===== src/rtl/gbar_pkg.sv =====
// Package: shared register addresses for the global barrier node.
// Assumes a two-bit register address space.
package gbar_pkg;
    typedef enum logic [1:0] {
        ADDR_MODE = 2'd0,
        ADDR_PART = 2'd1,
        ADDR_UEN  = 2'd2,
        ADDR_CTRL = 2'd3
    } gbar_addr_e;
endpackage


===== src/rtl/gbar_sync.sv =====
// Multi-stage synchronizer for a vector of unrelated asynchronous bits.
// Assumes each bit is a level that stays stable well beyond a few clocks.
module gbar_sync #(
    parameter int W      = 24,
    parameter int STAGES = 2
) (
    input  logic         clk,
    input  logic         rst_n,
    input  logic [W-1:0] d,
    output logic [W-1:0] q
);
    logic [W-1:0] stg [STAGES];

    // Shift the input through the flop chain.
    always_ff @(posedge clk) begin
        if (!rst_n) begin
            for (int i = 0; i < STAGES; i++) stg[i] <= '0;
        end else begin
            stg[0] <= d;
            for (int i = 1; i < STAGES; i++) stg[i] <= stg[i-1];
        end
    end

    assign q = stg[STAGES-1];
endmodule


===== src/rtl/gbar_combine.sv =====
// Per-channel merge of the sticky bit with the partition-enabled neighbour
// wires, in AND or OR mode. Purely combinational.
// Assumes the neighbour wires are already synchronous.
module gbar_combine #(
    parameter int NCH   = 4,
    parameter int NPORT = 6
) (
    input  logic [NCH*NPORT-1:0] nbr_s,
    input  logic [NCH*NPORT-1:0] part,
    input  logic [NCH-1:0]       mode_and,
    input  logic [NCH-1:0]       sticky,
    output logic [NCH-1:0]       merged
);
    for (genvar c = 0; c < NCH; c++) begin : g_ch
        logic [NPORT-1:0] ports;
        logic [NPORT-1:0] en;
        logic             v_and;
        logic             v_or;
        assign ports = nbr_s[c*NPORT +: NPORT];
        assign en    = part[c*NPORT +: NPORT];
        // A masked port is forced to the neutral value of the mode.
        assign v_and = sticky[c] & (&(ports | ~en));
        assign v_or  = sticky[c] | (|(ports & en));
        assign merged[c] = mode_and[c] ? v_and : v_or;
    end
endmodule


===== src/rtl/gbar_chan_state.sv =====
// Per-channel state: merged result register, sticky bit with AND-mode
// self-clear, and the OR-mode rising-edge pending flag.
// Assumes the set, clear and pending-clear strobes are already permission-masked.
module gbar_chan_state #(
    parameter int NCH = 4
) (
    input  logic           clk,
    input  logic           rst_n,
    input  logic [NCH-1:0] merged,
    input  logic [NCH-1:0] mode_and,
    input  logic [NCH-1:0] set_ch,
    input  logic [NCH-1:0] clr_ch,
    input  logic [NCH-1:0] pclr_ch,
    output logic [NCH-1:0] res_q,
    output logic [NCH-1:0] sticky_q,
    output logic [NCH-1:0] pend_q
);
    for (genvar c = 0; c < NCH; c++) begin : g_ch
        logic res_r, stk_r, seen_r, pend_r;
        logic stk_n, seen_n, pend_n, autoclr;

        // Next-state rules for the sticky, seen and pending bits.
        always_comb begin
            autoclr = mode_and[c] & seen_r & ~res_r;
            stk_n   = stk_r;
            if (autoclr)   stk_n = 1'b0;
            if (clr_ch[c]) stk_n = 1'b0;
            if (set_ch[c]) stk_n = 1'b1;
            seen_n  = stk_n & mode_and[c] & (seen_r | res_r);
            pend_n  = (pend_r & ~pclr_ch[c]) | (~mode_and[c] & merged[c] & ~res_r);
        end

        // Register the channel state.
        always_ff @(posedge clk) begin
            if (!rst_n) begin
                res_r  <= 1'b0;
                stk_r  <= 1'b0;
                seen_r <= 1'b0;
                pend_r <= 1'b0;
            end else begin
                res_r  <= merged[c];
                stk_r  <= stk_n;
                seen_r <= seen_n;
                pend_r <= pend_n;
            end
        end

        assign res_q[c]    = res_r;
        assign sticky_q[c] = stk_r;
        assign pend_q[c]   = pend_r;
    end
endmodule


===== src/rtl/gbar_regs.sv =====
// Configuration and control registers with privilege checks and read mux.
// Assumes 4*NCH and NCH*NPORT both fit in DW.
module gbar_regs
    import gbar_pkg::*;
#(
    parameter int NCH   = 4,
    parameter int NPORT = 6,
    parameter int DW    = 32
) (
    input  logic                 clk,
    input  logic                 rst_n,
    input  logic                 cfg_we,
    input  logic                 cfg_sys,
    input  logic [1:0]           cfg_addr,
    input  logic [DW-1:0]        cfg_wdata,
    output logic [DW-1:0]        cfg_rdata,
    input  logic [NCH-1:0]       sticky_q,
    input  logic [NCH-1:0]       res_q,
    input  logic [NCH-1:0]       pend_q,
    output logic [NCH-1:0]       mode_q,
    output logic [NCH*NPORT-1:0] part_q,
    output logic [NCH-1:0]       uen_q,
    output logic [NCH-1:0]       irqen_q,
    output logic [NCH-1:0]       set_ch,
    output logic [NCH-1:0]       clr_ch,
    output logic [NCH-1:0]       pclr_ch
);
    localparam int PW = NCH * NPORT;

    gbar_addr_e      addr;
    logic [NCH-1:0]  allow;
    logic            ctrl_we;
    logic            sys_we;
    logic            unused_wdata;

    assign addr    = gbar_addr_e'(cfg_addr);
    assign allow   = cfg_sys ? {NCH{1'b1}} : uen_q;
    assign ctrl_we = cfg_we && (addr == ADDR_CTRL);
    assign sys_we  = cfg_we && cfg_sys;
    assign unused_wdata = ^cfg_wdata;

    // Decode the control strobes, limited to permitted channels.
    assign set_ch  = ctrl_we ? (cfg_wdata[NCH-1:0]       & allow) : '0;
    assign clr_ch  = ctrl_we ? (cfg_wdata[2*NCH-1:NCH]   & allow) : '0;
    assign pclr_ch = ctrl_we ? (cfg_wdata[4*NCH-1:3*NCH] & allow) : '0;

    // Hold the configuration registers.
    always_ff @(posedge clk) begin
        if (!rst_n) begin
            mode_q  <= '0;
            part_q  <= '0;
            uen_q   <= '0;
            irqen_q <= '0;
        end else begin
            if (sys_we && addr == ADDR_MODE) mode_q <= cfg_wdata[NCH-1:0];
            if (sys_we && addr == ADDR_PART) part_q <= cfg_wdata[PW-1:0];
            if (sys_we && addr == ADDR_UEN)  uen_q  <= cfg_wdata[NCH-1:0];
            if (ctrl_we)
                irqen_q <= (irqen_q & ~allow) | (cfg_wdata[3*NCH-1:2*NCH] & allow);
        end
    end

    // Select the read data for the current address.
    always_comb begin
        cfg_rdata = '0;
        case (addr)
            ADDR_MODE: cfg_rdata[NCH-1:0] = mode_q;
            ADDR_PART: cfg_rdata[PW-1:0]  = part_q;
            ADDR_UEN:  cfg_rdata[NCH-1:0] = uen_q;
            default: begin
                cfg_rdata[NCH-1:0]       = sticky_q;
                cfg_rdata[2*NCH-1:NCH]   = res_q;
                cfg_rdata[3*NCH-1:2*NCH] = irqen_q;
                cfg_rdata[4*NCH-1:3*NCH] = pend_q;
            end
        endcase
    end
endmodule


===== src/rtl/gbar_node.sv =====
// Top of the global barrier/interrupt node: synchronizes neighbour wires,
// merges them per channel and exposes control and status registers.
// Assumes neighbour wires are asynchronous levels; reset is synchronous.
module gbar_node #(
    parameter int NCH    = 4,
    parameter int NPORT  = 6,
    parameter int DW     = 32,
    parameter int STAGES = 2
) (
    input  logic                 clk,
    input  logic                 rst_n,
    input  logic [NCH*NPORT-1:0] nbr_in,
    output logic [NCH-1:0]       up_out,
    output logic                 irq,
    input  logic                 cfg_we,
    input  logic                 cfg_sys,
    input  logic [1:0]           cfg_addr,
    input  logic [DW-1:0]        cfg_wdata,
    output logic [DW-1:0]        cfg_rdata
);
    localparam int PW = NCH * NPORT;

    logic [PW-1:0]  nbr_s;
    logic [PW-1:0]  part_q;
    logic [NCH-1:0] mode_q, uen_q, irqen_q;
    logic [NCH-1:0] sticky_q, res_q, pend_q, merged;
    logic [NCH-1:0] set_ch, clr_ch, pclr_ch;

    gbar_sync #(.W(PW), .STAGES(STAGES)) u_sync (
        .clk(clk), .rst_n(rst_n), .d(nbr_in), .q(nbr_s)
    );

    gbar_combine #(.NCH(NCH), .NPORT(NPORT)) u_comb (
        .nbr_s(nbr_s), .part(part_q), .mode_and(mode_q),
        .sticky(sticky_q), .merged(merged)
    );

    gbar_chan_state #(.NCH(NCH)) u_state (
        .clk(clk), .rst_n(rst_n), .merged(merged), .mode_and(mode_q),
        .set_ch(set_ch), .clr_ch(clr_ch), .pclr_ch(pclr_ch),
        .res_q(res_q), .sticky_q(sticky_q), .pend_q(pend_q)
    );

    gbar_regs #(.NCH(NCH), .NPORT(NPORT), .DW(DW)) u_regs (
        .clk(clk), .rst_n(rst_n), .cfg_we(cfg_we), .cfg_sys(cfg_sys),
        .cfg_addr(cfg_addr), .cfg_wdata(cfg_wdata), .cfg_rdata(cfg_rdata),
        .sticky_q(sticky_q), .res_q(res_q), .pend_q(pend_q),
        .mode_q(mode_q), .part_q(part_q), .uen_q(uen_q), .irqen_q(irqen_q),
        .set_ch(set_ch), .clr_ch(clr_ch), .pclr_ch(pclr_ch)
    );

    assign up_out = res_q;
    assign irq    = |(pend_q & irqen_q);
endmodule


===== config.mk =====
export PLATFORM = sky130hd
export DESIGN_NAME = gbar_node
export DESIGN_NICKNAME = d
export VERILOG_FILES = /design/src/rtl/gbar_pkg.sv /design/src/rtl/gbar_sync.sv /design/src/rtl/gbar_combine.sv /design/src/rtl/gbar_chan_state.sv /design/src/rtl/gbar_regs.sv /design/src/rtl/gbar_node.sv
export SDC_FILE = /design/constraint.sdc
export NUM_CORES = 1
export LEC_CHECK = 0
export ABC_AREA = 1
export ABC_CLOCK_PERIOD_IN_PS = 1200
export BUFFER_PORTS_ARGS = -buffer_cell sky130_fd_sc_hd__buf_2
export CAP_MARGIN = 20
export CORE_MARGIN = 4
export CORE_UTILIZATION = 50
export CTS_BUF_LIST = sky130_fd_sc_hd__clkbuf_16
export DETAILED_ROUTE_END_ITERATION = 7
export HOLD_SLACK_MARGIN = 0.1
export PLACE_DENSITY = 0.75
export SETUP_SLACK_MARGIN = 0.3
export SLEW_MARGIN = 10
export SYNTH_ARGS = -nofsm -noshare
export SYNTH_HDL_FRONTEND = slang
export SYNTH_SLANG_ARGS = --single-unit

===== constraint.sdc =====
create_clock -name clk -period 1.2 [get_ports clk]
set_clock_uncertainty 0.1 [all_clocks]
set_input_delay 0.06 -clock clk [delete_from_list [all_inputs] [get_ports clk]]
set_output_delay 0.06 -clock clk [all_outputs]
set_load 0.005 [all_outputs]

# Word level (Yosys, flattened, before mapping)
# Memories as Yosys holds them, arrays and structs flattened.
# Index checks and enable logic that the tools add are counted.
# classes
eq_ne	3
n_mux	27
bitwise_logic	78
n_reduce_logical	16
# ops
cell	count
2-to-1 mux 24 bit	2
bitwise AND 1 bit	32
bitwise AND 4 bit	6
bitwise AND 6 bit	4
NOT 6 bit	4
bitwise OR 6 bit	4
one-hot mux 12 bit (2 select lines)	1
AND reduction 6 bit	4
OR reduction 6 bit	4
2-to-1 mux 1 bit	18
2-to-1 mux 4 bit	4
bitwise OR 1 bit	14
NOT 1 bit	12
one-hot mux 4 bit (3 select lines)	1
2-to-1 mux 8 bit	1
logical AND 1 bit	5
== test 2 bit (second input constant)	2
NOT 4 bit	1
bitwise OR 4 bit	1
OR reduction 4 bit	1
== test 2 x 1 -> 1 bit (second input constant)	1
logical NOT 2 bit	1
OR reduction 2 bit	1
# totals
register_bits	52
mem_bits_rw	48
in_bits	62
out_inout_bits	37
elab_cells	145
memories	1
# mem_list
name	words	width	rd	rd_ports_with_merged_regs	wr	line_no	source
u_sync.stg	2	24	2	0	2	gbar_sync.sv:12	logic [W-1:0] stg [STAGES];

# Longest topological paths before layout
# Gate-level depths: netlist (run 1).
# logic_depth
ltp_word	8
ltp_mapped	8
ltp_nobuf	8

# Modules after synthesis
# Synthesis (run 1) repeated with hierarchy kept, for this count alone.
# unflattened
cells_unflattened	734
hier_area_um2	4780.8
# modules_own_cells
mod	instances	cells_each	area_each_um2	seq_area_each_um2
gbar_regs	1	314	1934.4	720.7
gbar_sync	1	173	1541.5	960.9
gbar_chan_state	1	102	755.7	320.3
gbar_combine	1	136	515.5	0.0
gbar_node	1	9	33.8	0.0

# Least setup slack after synthesis (run 1)
# OpenSTA, ideal clock, no wires.
# synth_path
path_type	register to register
startpoint	reg u_regs.uen_q[3]
endpoint	reg u_state.g_ch[3].seen_r
setup_time_ps	64
arrival_ps	902
required_ps	1036
setup_slack_ps	134
path_stages_with_launch	7
n_path_buf	0
synth_period_minus_slack_ps	1066
cell_sequence	dfxtp_1 -> or2_2 -> nand3_1 -> nand2_1 -> nand2_1 -> nand2_1 -> nor2_1
# synth_via
elab_chain_cells	7
elab_cells_between_ends	9
cone_classes	mux: 5; bitwise: 4
# synth_lines
element	line_no	source
start, declared	gbar_regs.sv:22	output logic [NCH-1:0] uen_q,
start signal, assigned	gbar_regs.sv:57	if (sys_we && addr == ADDR_UEN) uen_q <= cfg_wdata[NCH-1:0];
2-to-1 mux 4 bit *	gbar_regs.sv:37	assign allow = cfg_sys ? {NCH{1'b1}} : uen_q;
bitwise AND 4 bit	gbar_regs.sv:44	assign clr_ch = ctrl_we ? (cfg_wdata[2*NCH-1:NCH] & allow) : '0;
2-to-1 mux 4 bit	gbar_regs.sv:44	
2-to-1 mux 1 bit	gbar_chan_state.sv:27	if (clr_ch[c]) stk_n = 1'b0;
2-to-1 mux 1 bit *	gbar_chan_state.sv:28	if (set_ch[c]) stk_n = 1'b1;
bitwise AND 1 bit * (2 in series)	gbar_chan_state.sv:29	seen_n = stk_n & mode_and[c] & (seen_r | res_r);
end signal, assigned	gbar_chan_state.sv:43	seen_r <= seen_n;
end, declared	gbar_chan_state.sv:19	logic res_r, stk_r, seen_r, pend_r;
# Every way passes the cells marked *; elsewhere a longest branch is shown, timed or not.
# A chain may end at the register's enable or synchronous reset.

# Worst setup path in the final report (run 1)
# layout_path
startpoint	reg u_regs.part_q[1]
endpoint	out cfg_rdata[1]
# layout_via
elab_chain_cells	1
# layout_lines
element	line_no	source
start, declared	gbar_regs.sv:21	output logic [NCH*NPORT-1:0] part_q,
start signal, assigned	gbar_regs.sv:56	if (sys_we && addr == ADDR_PART) part_q <= cfg_wdata[PW-1:0];
one-hot mux 4 bit (3 select lines)	gbar_regs.sv:66	case (addr)
end, declared	gbar_node.sv:19	output logic [DW-1:0] cfg_rdata
# Every way passes these cells.

==> out/summary.txt, run 1 <==
Placeable Area -> 7848 µm²
Yosys top cell area share -> 49.02%
Routed WL -> 15.64 mm
non-filler cells, final -> 856
Synth Register Bits -> 100
CP Data Arrival Time -> 1210 ps
crit end category -> primary output
Tmin final -> 1369 ps
Hold Crit Class -> input port to flop
full die area -> 9678 µm²
fin util -> 81.23%
total negative slack -> -818.1 ps
CP Launch Point -> u_regs.part_q[1]
first-pass detailed-route iteration total -> 7
dpl cells -> 754
vias in the first global route -> 4,297
gr ovfl total -> 0
Avg Vias per Cell -> 5.584
Max VDD drop -> 1011 µV
max incr delay on CP -> 350 ps
clk_lat worst skew -> 360 ps
hold wc startpoint -> cfg_addr[0]
Clock Path Buffers -> 2
row count -> 32
Avg Cell Area, Syn -> 7.090 µm²
biggest area consumer among synthesized cells -> dfxtp_1
f_max -> 730.5 MHz
Die Y -> 98.38 µm
Layout area overhead -> 56.10%
Port Buf Inserts -> 82
failing checks -> setup timing
Wirelength per Cell -> 18.27 µm
Chip Width -> 98.38 µm
footprint of the multi-input gates -> 1957 µm²
fin area -> 6375 µm²
Slew headroom -> 57.35%
CTS Buf Count -> 9
post-synthesis cell area -> 4084 µm²
placement-stage worst setup slack -> 8.410 ps
Pleak -> 3.120 nW
total of fill cells in the finished design -> 446
antenna violations before repair -> 1
crit-path max FO -> 2
WHS -> 88.71 ps
post-route clock period utilization -> 114.1%
H-tree levels -> 3
CP startpoint kind -> flop
RSZ-0062 raised after global routing -> true
Synth Warn # -> 0
outcome -> finished with violations
dpl hpwl -> 7.617 mm
Post-Syn Instances -> 576
fin nets -> 810
CP max stage cell -> dfxtp_2
Slew Limit Fails -> 0
worst path required time -> 1040 ps
CTS tree -> yes
Worst Setup Path Type -> flop to primary output
via count -> 4,780
total power -> 7.705 mW
GRT Util Overall -> 25.76%
Clock Sinks -> 100
first-pass GRT wire length -> 19.97 mm
clock slew at reported path FFs -> 70 ps
layout cells sized above 1 -> 45.29%
Remaining DRCs -> 0
sequential share of the synthesized area -> 49.02%
top cells by area, synth -> dfxtp_1, nand2_1, inv_1
PD cells -> 1209 nW/µm²
1st-iter DRT viols -> 487
max cap viols -> 0
worst-margin pin slew -> 639.1 ps
crit path cell chain -> nand2_2 -> o21ai_4 -> a21oi_2 -> o21ai_1 -> buf_2
# setup viols final -> 12
pin count of the biggest net entering global routing -> 32
Starting Density -> 52.04%
io pins -> 99
Register Area -> 2071 µm²
post-route antenna net violation count -> 0
clk root buf -> clkbuf_16
worst r2r src -> u_regs.uen_q[2]
fin worst setup slack -> -169.0 ps
final hold violations -> 0
Post-CTS Hold Buffers -> 48
Synth cell types -> 22
dpl cell area -> 4649 µm²
Final GP Congestion -> 0.8841
==> metal layers <==
layer  routed length [µm]  global-route usage (%)
met4                  944                   13.24
met1                 5545                   29.58
met2                 7469                   44.10
met5                    0                       0
met3                 1683                   6.571
==> registers in the layout, summed over array words and instances, names as in the netlist, named ones only <==
signal / flops
u_regs.mode_q: 4
u_regs.part_q: 24
u_regs.uen_q: 4
u_state.g_ch.pend_r: 4
u_state.g_ch.res_r: 4
u_state.g_ch.seen_r: 4
u_state.g_ch.stk_r: 4
u_sync.stg: 48
==> report_power, final <==
part	switching, mW	internal [mW]	total (mW)	leakage, nW
clock	1.31	1.82	3.13	0.153
sequential	0.0965	3.46	3.55	0.842
combinational	0.558	0.464	1.02	2.13
total	1.96	5.74	7.70	3.12
==> final timing paths <==
path | endpoint | slack [ps] | cells after the start
worst min-delay path | u_regs.mode_q[0] | 90 | 4
worst max-delay path | cfg_rdata[1] | -170 | 5
worst min register to register | u_sync.stg[0][30] | 310 | 2
worst max register to register | u_state.g_ch[2].seen_r | -70 | 8
==> cell usage after synthesis <==
library cell    n
nor2_1         56
a21oi_1        41
clkbuf_1        6
dfxtp_1       100
nand2_1       141
inv_2           2
nor2_2          1
o21ai_0        37
o2111ai_1       1
buf_2          10
or2_2           1
nor2_4          5
buf_4          12
nand2_4         2
clkinv_2        1
nand3_1        10
a31oi_1         4
conb_1          1
o22ai_1        10
nand2_2         1
inv_1         113
o21ai_1        21
==> critical path, delay by kind of cell, from the launching register on <==
kind	cells	cell delay (ps)
simple gates	1	90
buf+inv	1	140
compound gates	3	280
flops	1	350
==> what timing repair did <==
| action | in CTS | in global routing |
|---|---|---|
| setup buffers | 29 | 6 |
| setup endpoints to repair | 49 | 77 |
| cloned | 0 | 2 |
| resized for setup | 123 | 119 |
| endpoints found under the hold margin | 78 | 2 |
| pin swaps | 51 | 38 |
==> cells by family after synthesis <==
family / share of synthesized area, %
simple gates: 21.72
buf+inv: 14.68
compound gates: 14.49
flops: 49.02
other cells: 0.09182
==> final cells by class <==
type	count	share of cell area [%]
well taps	102	2.002
clock buffers	9	3.533
multi-input cells	339	30.70
inverters	116	6.987
clock inverters	7	1.452
diodes	1	0.03925
repair buffers	182	22.81
flip-flops and latches	100	32.48
==> placed cells by master, fill, tap and decap left out, types with 2 or more instances in the layout <==
master,count
nor2_2,15
inv_4,2
buf_4,28
dfxtp_4,5
o21ai_4,2
nor2_4,10
o22ai_2,9
a31oi_4,2
o21ai_1,22
nand2_2,19
clkinvlp_4,3
buf_12,2
conb_1,8
buf_6,24
a31oi_1,2
o21ai_0,16
nand3_1,5
inv_1,74
nor2_1,37
nand2_4,6
a21oi_2,14
o21ai_2,18
dlygate4sd3_1,48
clkbuf_16,11
clkinv_2,2
buf_2,76
nand3_2,4
bufinv_16,2
nand2_1,118
dfxtp_2,40
dfxtp_1,55
inv_2,39
a21oi_1,27
No activity file was read; power rests on OpenSTA's default activity.
==> run 2, diff against run 1 <==
RECOVER_POWER = 50   (was default)
==> out/summary.txt, run 2 (synthesis gave the netlist of run 1 again) <==
row count -> 32 (unchanged)
total of fill cells in the finished design -> 454 (was 446)
H-tree levels -> 3 (unchanged)
worst r2r src -> u_regs.uen_q[2] (unchanged)
Reg-to-Reg End -> u_state.g_ch[2].seen_r (unchanged)
pin count of the biggest net entering global routing -> 32 (unchanged)
Hold Crit Class -> input port to flop (unchanged)
gr ovfl total -> 0 (unchanged)
Post-CTS Hold Buffers -> 48 (unchanged)
full die area -> 9678 µm² (unchanged)
clk_lat worst skew -> 360 ps (about the same)
Remaining DRCs -> 0 (unchanged)
f_max -> 733.5 MHz (was 730.5 MHz)
max FFs per register -> 48 (unchanged)
Final GP Congestion -> 0.8841 (unchanged)
CP startpoint kind -> flop (unchanged)
CP Data Arrival Time -> 1200 ps (was 1210 ps)
Slew Limit Fails -> 0 (unchanged)
antenna violations before repair -> 1 (unchanged)
crit end category -> primary output (unchanged)
Die Y -> 98.38 µm (unchanged)
# setup viols final -> 30 (was 12)
clk root buf -> clkbuf_16 (unchanged)
post-route clock period utilization -> 113.6% (was 114.1%)
first-pass detailed-route iteration total -> 6 (was 7)
Hold EP -> u_regs.mode_q[0] (unchanged)
Port Buf Inserts -> 82 (unchanged)
Layout area overhead -> 55.30% (was 56.10%)
layout cells sized above 1 -> 44.49% (was 45.29%)
CTS tree -> yes (unchanged)
Biggest register -> u_sync.stg (unchanged)
CP max stage cell -> dfxtp_2 (unchanged)
largest registers -> u_sync.stg x48, u_regs.part_q x24 (unchanged)
Worst R2R Path Depth -> 8 (unchanged)
footprint of the multi-input gates -> 1947 µm² (was 1957 µm²)
worst path required time -> 1040 ps (about the same)
Placeable Area -> 7848 µm² (unchanged)
Min-Delay Path Depth -> 4 (unchanged)
dpl hpwl -> 7.617 mm (unchanged)
Avg Vias per Cell -> 5.577 (was 5.584)
via count -> 4,774 (was 4,780)
Slew headroom -> 57.87% (was 57.35%)
Chip Width -> 98.38 µm (unchanged)
clock slew at reported path FFs -> 70 ps (about the same)
CP Buf/Inv Count -> 1 (unchanged)
crit-path max FO -> 2 (unchanged)
crit path cell chain -> nand2_2 -> o21ai_4 -> a21oi_2 -> o21ai_1 -> buf_2 (unchanged)
WP depth -> 5 (unchanged)
first-pass GRT wire length -> 19.97 mm (unchanged)
GRT Util Overall -> 25.76% (unchanged)
WHS -> 89.63 ps (was 88.71 ps)
hold wc startpoint -> cfg_addr[0] (unchanged)
R2R Setup Slk -> -90 ps (was -70 ps)
Clock Sinks -> 100 (unchanged)
Clock Path Buffers -> 2 (unchanged)
1st-iter DRT viols -> 448 (was 487)
io pins -> 99 (unchanged)
Worst Setup Path Type -> flop to primary output (unchanged)
Starting Density -> 52.04% (unchanged)
Top delay family on crit path -> flip-flops (unchanged)
most frequent cells in the layout -> nand2_1, inv_1, buf_2 (was nand2_1, buf_2, inv_1)
most common cell after layout, fill and taps aside -> nand2_1 (unchanged)
Pleak -> 3.104 nW (was 3.120 nW)
total power -> 7.687 mW (was 7.705 mW)
vias in the first global route -> 4,297 (unchanged)
fin worst setup slack -> -163.3 ps (was -169.0 ps)
Register Area -> 2071 µm² (unchanged)
max incr delay on CP -> 350 ps (about the same)
Max VDD drop -> 1013 µV (was 1011 µV)
Tmin final -> 1363 ps (was 1369 ps)
worst-margin pin slew -> 631.3 ps (was 639.1 ps)
failing checks -> setup timing (unchanged)
PD cells -> 1212 nW/µm² (was 1209 nW/µm²)
fin nets -> 810 (unchanged)
Wirelength per Cell -> 18.25 µm (was 18.27 µm)
max cap viols -> 0 (unchanged)
Routed WL -> 15.62 mm (was 15.64 mm)
post-route antenna net violation count -> 0 (unchanged)
CTS Buf Count -> 9 (unchanged)
final hold violations -> 0 (unchanged)
outcome -> finished with violations (unchanged)
RSZ-0062 raised after global routing -> true (unchanged)
[run 2: cell count changes in the layout (fill, tap and decap cells not counted)]
cell | before | now
o21ai_1 | 22 | 21
buf_2 | 76 | 74
clkbuf_1 | 0 | 4
o21ai_0 | 16 | 17
buf_6 | 24 | 22
clkbuf_2 | 0 | 2
nor2_4 | 10 | 9
nor2_2 | 15 | 14
clkbuf_4 | 1 | 0
nor2_1 | 37 | 39
buf_4 | 28 | 27
[run 2: area by class of cell]
class / instances / share of cell area, %
repair buffers: 182 / 22.57
diodes: 1 / 0.03946
inverters: 116 / 7.023
multi-input cells: 339 / 30.70
clock buffers: 9 / 3.551
clock inverters: 7 / 1.460
flip-flops and latches: 100 / 32.65
well taps: 102 / 2.012
[run 2: worst max-delay path by stage]
stage | start | endpoint
finish | u_regs.part_q[1] | cfg_rdata[1]
global route | u_regs.part_q[2] | cfg_rdata[2]
CTS | u_state.g_ch[2].pend_r | irq
detailed placement | cfg_addr[0] | u_regs.part_q[19]
global placement | cfg_addr[0] | cfg_rdata[2]
floorplan | u_regs.uen_q[3] | u_state.g_ch[3].seen_r
[run 2: stage by stage]
step	util (%)	worst slack [ps]	instances	instance area, µm²	TNS, ps
2_1_floorplan	-	215.4	583	4161	0
3_3_place_gp	59.25	33.25	754	4649	0
3_5_place_dp	59.25	8.410	754	4649	0
4_1_cts	75.30	-112.2	847	5909	-416.2
5_1_grt	80.82	-206.4	856	6342	-3269
6_report	80.82	-163.3	856	6342	-1728
[run 2: worst min-delay path: stages]
cell     delay [ps]
buf_6            90
nor2_1           70
nand2_2         180
a21oi_1         100
[run 2: metal layers]
layer | global-route usage, % | part of all wire, % | up-vias
met5 | 0 | 0 | -
met4 | 13.24 | 5.7 | 0
met3 | 6.571 | 10 | 96
met2 | 44.10 | 48 | 371
met1 | 29.58 | 36 | 2215
li1 | - | - | 2092
[run 2: report_power, final]
part / internal (mW) / leakage, nW / switching, mW / total (mW)
clock: 1.82 / 0.153 / 1.30 / 3.12
sequential: 3.46 / 0.842 / 0.0963 / 3.55
combinational: 0.455 / 2.11 / 0.554 / 1.01
[run 2: what timing repair did]
item / 4_1_cts / 5_1_grt
setup buffers: 29 / 6
setup endpoints to repair: 49 / 77
gates resized for setup: 123 / 119
cloned: 0 / 2
pin swaps: 51 / 38
endpoints found under the hold margin: 78 / 2
==> run 3, diff against run 2 <==
CORE_UTILIZATION = 53   (was 50)
PLACE_DENSITY = 0.79   (was 0.75)
==> out/summary.txt, run 3 (synthesis gave the netlist of run 1 again) <==
outcome -> finished with violations (unchanged)
failing checks -> DRC, setup timing (was setup timing)
WHS -> 44.92 ps (was 89.63 ps)
dpl hpwl -> 7.410 mm (was 7.617 mm)
WP depth -> 5 (unchanged)
non-filler cells, final -> 867 (was 856)
layout cells sized above 1 -> 49.22% (was 44.49%)
CTS tree -> yes (unchanged)
H-tree levels -> 3 (unchanged)
Pleak -> 3.269 nW (was 3.104 nW)
total of fill cells in the finished design -> 302 (was 454)
pin count of the biggest net entering global routing -> 29 (was 32)
CP startpoint kind -> flop (unchanged)
max FFs per register -> 48 (unchanged)
Hold EP -> u_regs.part_q[15] (was u_regs.mode_q[0])
full die area -> 9174 µm² (was 9678 µm²)
Top delay family on crit path -> flip-flops (unchanged)
clock slew at reported path FFs -> 80 ps (was 70 ps)
first-pass detailed-route iteration total -> 8 (was 6)
Layout area overhead -> 63.36% (was 55.30%)
Routed WL -> 19.11 mm (was 15.62 mm)
io pins -> 99 (unchanged)
Reg-to-Reg End -> u_state.g_ch[2].seen_r (unchanged)
R2R Setup Slk -> -150 ps (was -90 ps)
Clock Path Buffers -> 2 (unchanged)
post-route clock period utilization -> 117.6% (was 113.6%)
Final GP Congestion -> 0.9071 (was 0.8841)
Biggest register -> u_sync.stg (unchanged)
via count -> 5,240 (was 4,774)
Clock Sinks -> 100 (unchanged)
Worst Setup Path Type -> flop to primary output (unchanged)
worst path required time -> 1040 ps (about the same)
antenna violations before repair -> 0 (was 1)
Post-CTS Hold Buffers -> 48 (unchanged)
Die Y -> 95.78 µm (was 98.38 µm)
Min-Delay Path Depth -> 3 (was 4)
sequential power share -> 46.1% (was 46.2%)
Port Buf Inserts -> 82 (unchanged)
Switching Share -> 27.66% (was 25.42%)
vias in the first global route -> 4,407 (was 4,297)
PD cells -> 1159 nW/µm² (was 1212 nW/µm²)
clock power share -> 38.8% (was 40.6%)
clk root buf -> clkbuf_16 (unchanged)
Internal Power -> 5.594 mW (was 5.733 mW)
Avg Vias per Cell -> 6.044 (was 5.577)
Register Area -> 2074 µm² (was 2071 µm²)
crit path cell chain -> inv_2 -> o22ai_2 -> a21oi_1 -> o21ai_1 -> buf_2 (was nand2_2 -> o21ai_4 -> a21oi_2 -> o21ai_1 -> buf_2)
hold wc startpoint -> rst_n (was cfg_addr[0])
f_max -> 708.8 MHz (was 733.5 MHz)
CP Data Arrival Time -> 1250 ps (was 1200 ps)
fin nets -> 825 (was 810)
clk_lat worst skew -> 350 ps (was 360 ps)
fin util -> 90.53% (was 80.82%)
max incr delay on CP -> 360 ps (was 350 ps)
fin worst setup slack -> -210.9 ps (was -163.3 ps)
post-route antenna net violation count -> 0 (unchanged)
row count -> 31 (was 32)
footprint of the multi-input gates -> 2063 µm² (was 1947 µm²)
worst-margin pin slew -> 558.9 ps (was 631.3 ps)
Chip Width -> 95.78 µm (was 98.38 µm)
dpl cells -> 752 (was 754)
largest registers -> u_sync.stg x48, u_regs.part_q x24 (unchanged)
Slew Limit Fails -> 0 (unchanged)
final hold violations -> 0 (unchanged)
crit end category -> primary output (unchanged)
RSZ-0062 raised after global routing -> true (unchanged)
CP max stage cell -> dfxtp_2 (unchanged)
GRT Util Overall -> 30.18% (was 25.76%)
CTS Buf Count -> 9 (unchanged)
Logic pwr share -> 15.1% (was 13.1%)
Starting Density -> 55.42% (was 52.04%)
placement-stage worst setup slack -> 21.47 ps (was 8.410 ps)
Tmin final -> 1411 ps (was 1363 ps)
# setup viols final -> 22 (was 30)
total negative slack -> -1857 ps (was -1728 ps)
max cap viols -> 0 (unchanged)
CP Buf/Inv Count -> 2 (was 1)
most frequent cells in the layout -> nand2_1, buf_2, inv_1 (was nand2_1, inv_1, buf_2)
first-pass GRT wire length -> 21.13 mm (was 19.97 mm)
crit-path max FO -> 2 (unchanged)
Placeable Area -> 7370 µm² (was 7848 µm²)
Remaining DRCs -> 9 (was 0)
Slew headroom -> 62.70% (was 57.87%)
Wirelength per Cell -> 22.04 µm (was 18.25 µm)
Ant. Diodes -> 0 (was 1)
gr ovfl total -> 0 (unchanged)
worst r2r src -> u_regs.uen_q[2] (unchanged)
Max VDD drop -> 1007 µV (was 1013 µV)
most common cell after layout, fill and taps aside -> nand2_1 (unchanged)
Hold Crit Class -> input port to flop (unchanged)
Worst R2R Path Depth -> 8 (unchanged)
1st-iter DRT viols -> 932 (was 448)
sw power -> 2.139 mW (was 1.954 mW)
run 3: changes by cell type in the layout (fill, tap and decap cells not counted), sizes merged, moves of 2 or more:
cell	before	now
clkbuf	17	13
buf	126	143
nand2	144	146
clkinv	3	5
run 3: area by class of cell:
class | count | share of cell area (%)
sequential | 100 | 31.10
inverter | 116 | 6.789
multi-input combinational | 341 | 30.93
clock buffer | 9 | 3.376
clock inverter | 7 | 1.013
timing repair buffer | 195 | 24.94
tap | 99 | 1.857
run 3: worst min-delay path, delay by kind of cell:
| kind | cells | cell delay [ps] |
|---|---|---|
| AOI/OAI and AO/OA | 2 | 150 |
| buffers and inverters | 1 | 230 |
run 3: worst max path at each step:
stage / endpoint / slack (ps) / startpoint
detailed placement: cfg_rdata[2] / 20 / cfg_addr[0]
finish: irq / -210 / u_state.g_ch[2].pend_r
floorplan: u_state.g_ch[3].seen_r / 220 / u_regs.uen_q[3]
CTS: irq / -130 / u_state.g_ch[2].pend_r
global placement: cfg_rdata[1] / 60 / cfg_addr[0]
global route: cfg_rdata[2] / -220 / u_regs.part_q[2]
run 3: layer usage:
layer	global-route usage, %	part of all wire (%)
met5	0	0
met4	13.63	8.5
met3	8.757	12
met2	51.24	45
met1	35.10	34
run 3: timing repair:
item,CTS,global route
endpoints found under the hold margin,72,9
setup endpoints to repair,49,77
setup buffers,31,15
cloned,0,5
pin swaps,61,52
resized for setup,135,159
run 3: power groups by stage:
stage	clock network [mW]	registers (mW)	logic [mW]
2_1_floorplan	0	3.58	0.367
4_1_cts	2.89	3.54	0.844
6_report	3.00	3.57	1.17
3_3_place_gp	0	3.59	0.583
5_1_grt	3.09	3.57	1.22
3_5_place_dp	0	3.60	0.596
run 3: stage by stage:
stage,total power [mW],cell area (µm²)
final,7.733,6671
after global routing,7.877,6671
after CTS,7.270,5952
after detailed placement,4.194,4678
after global placement,4.176,4678
after floorplan,3.945,4161
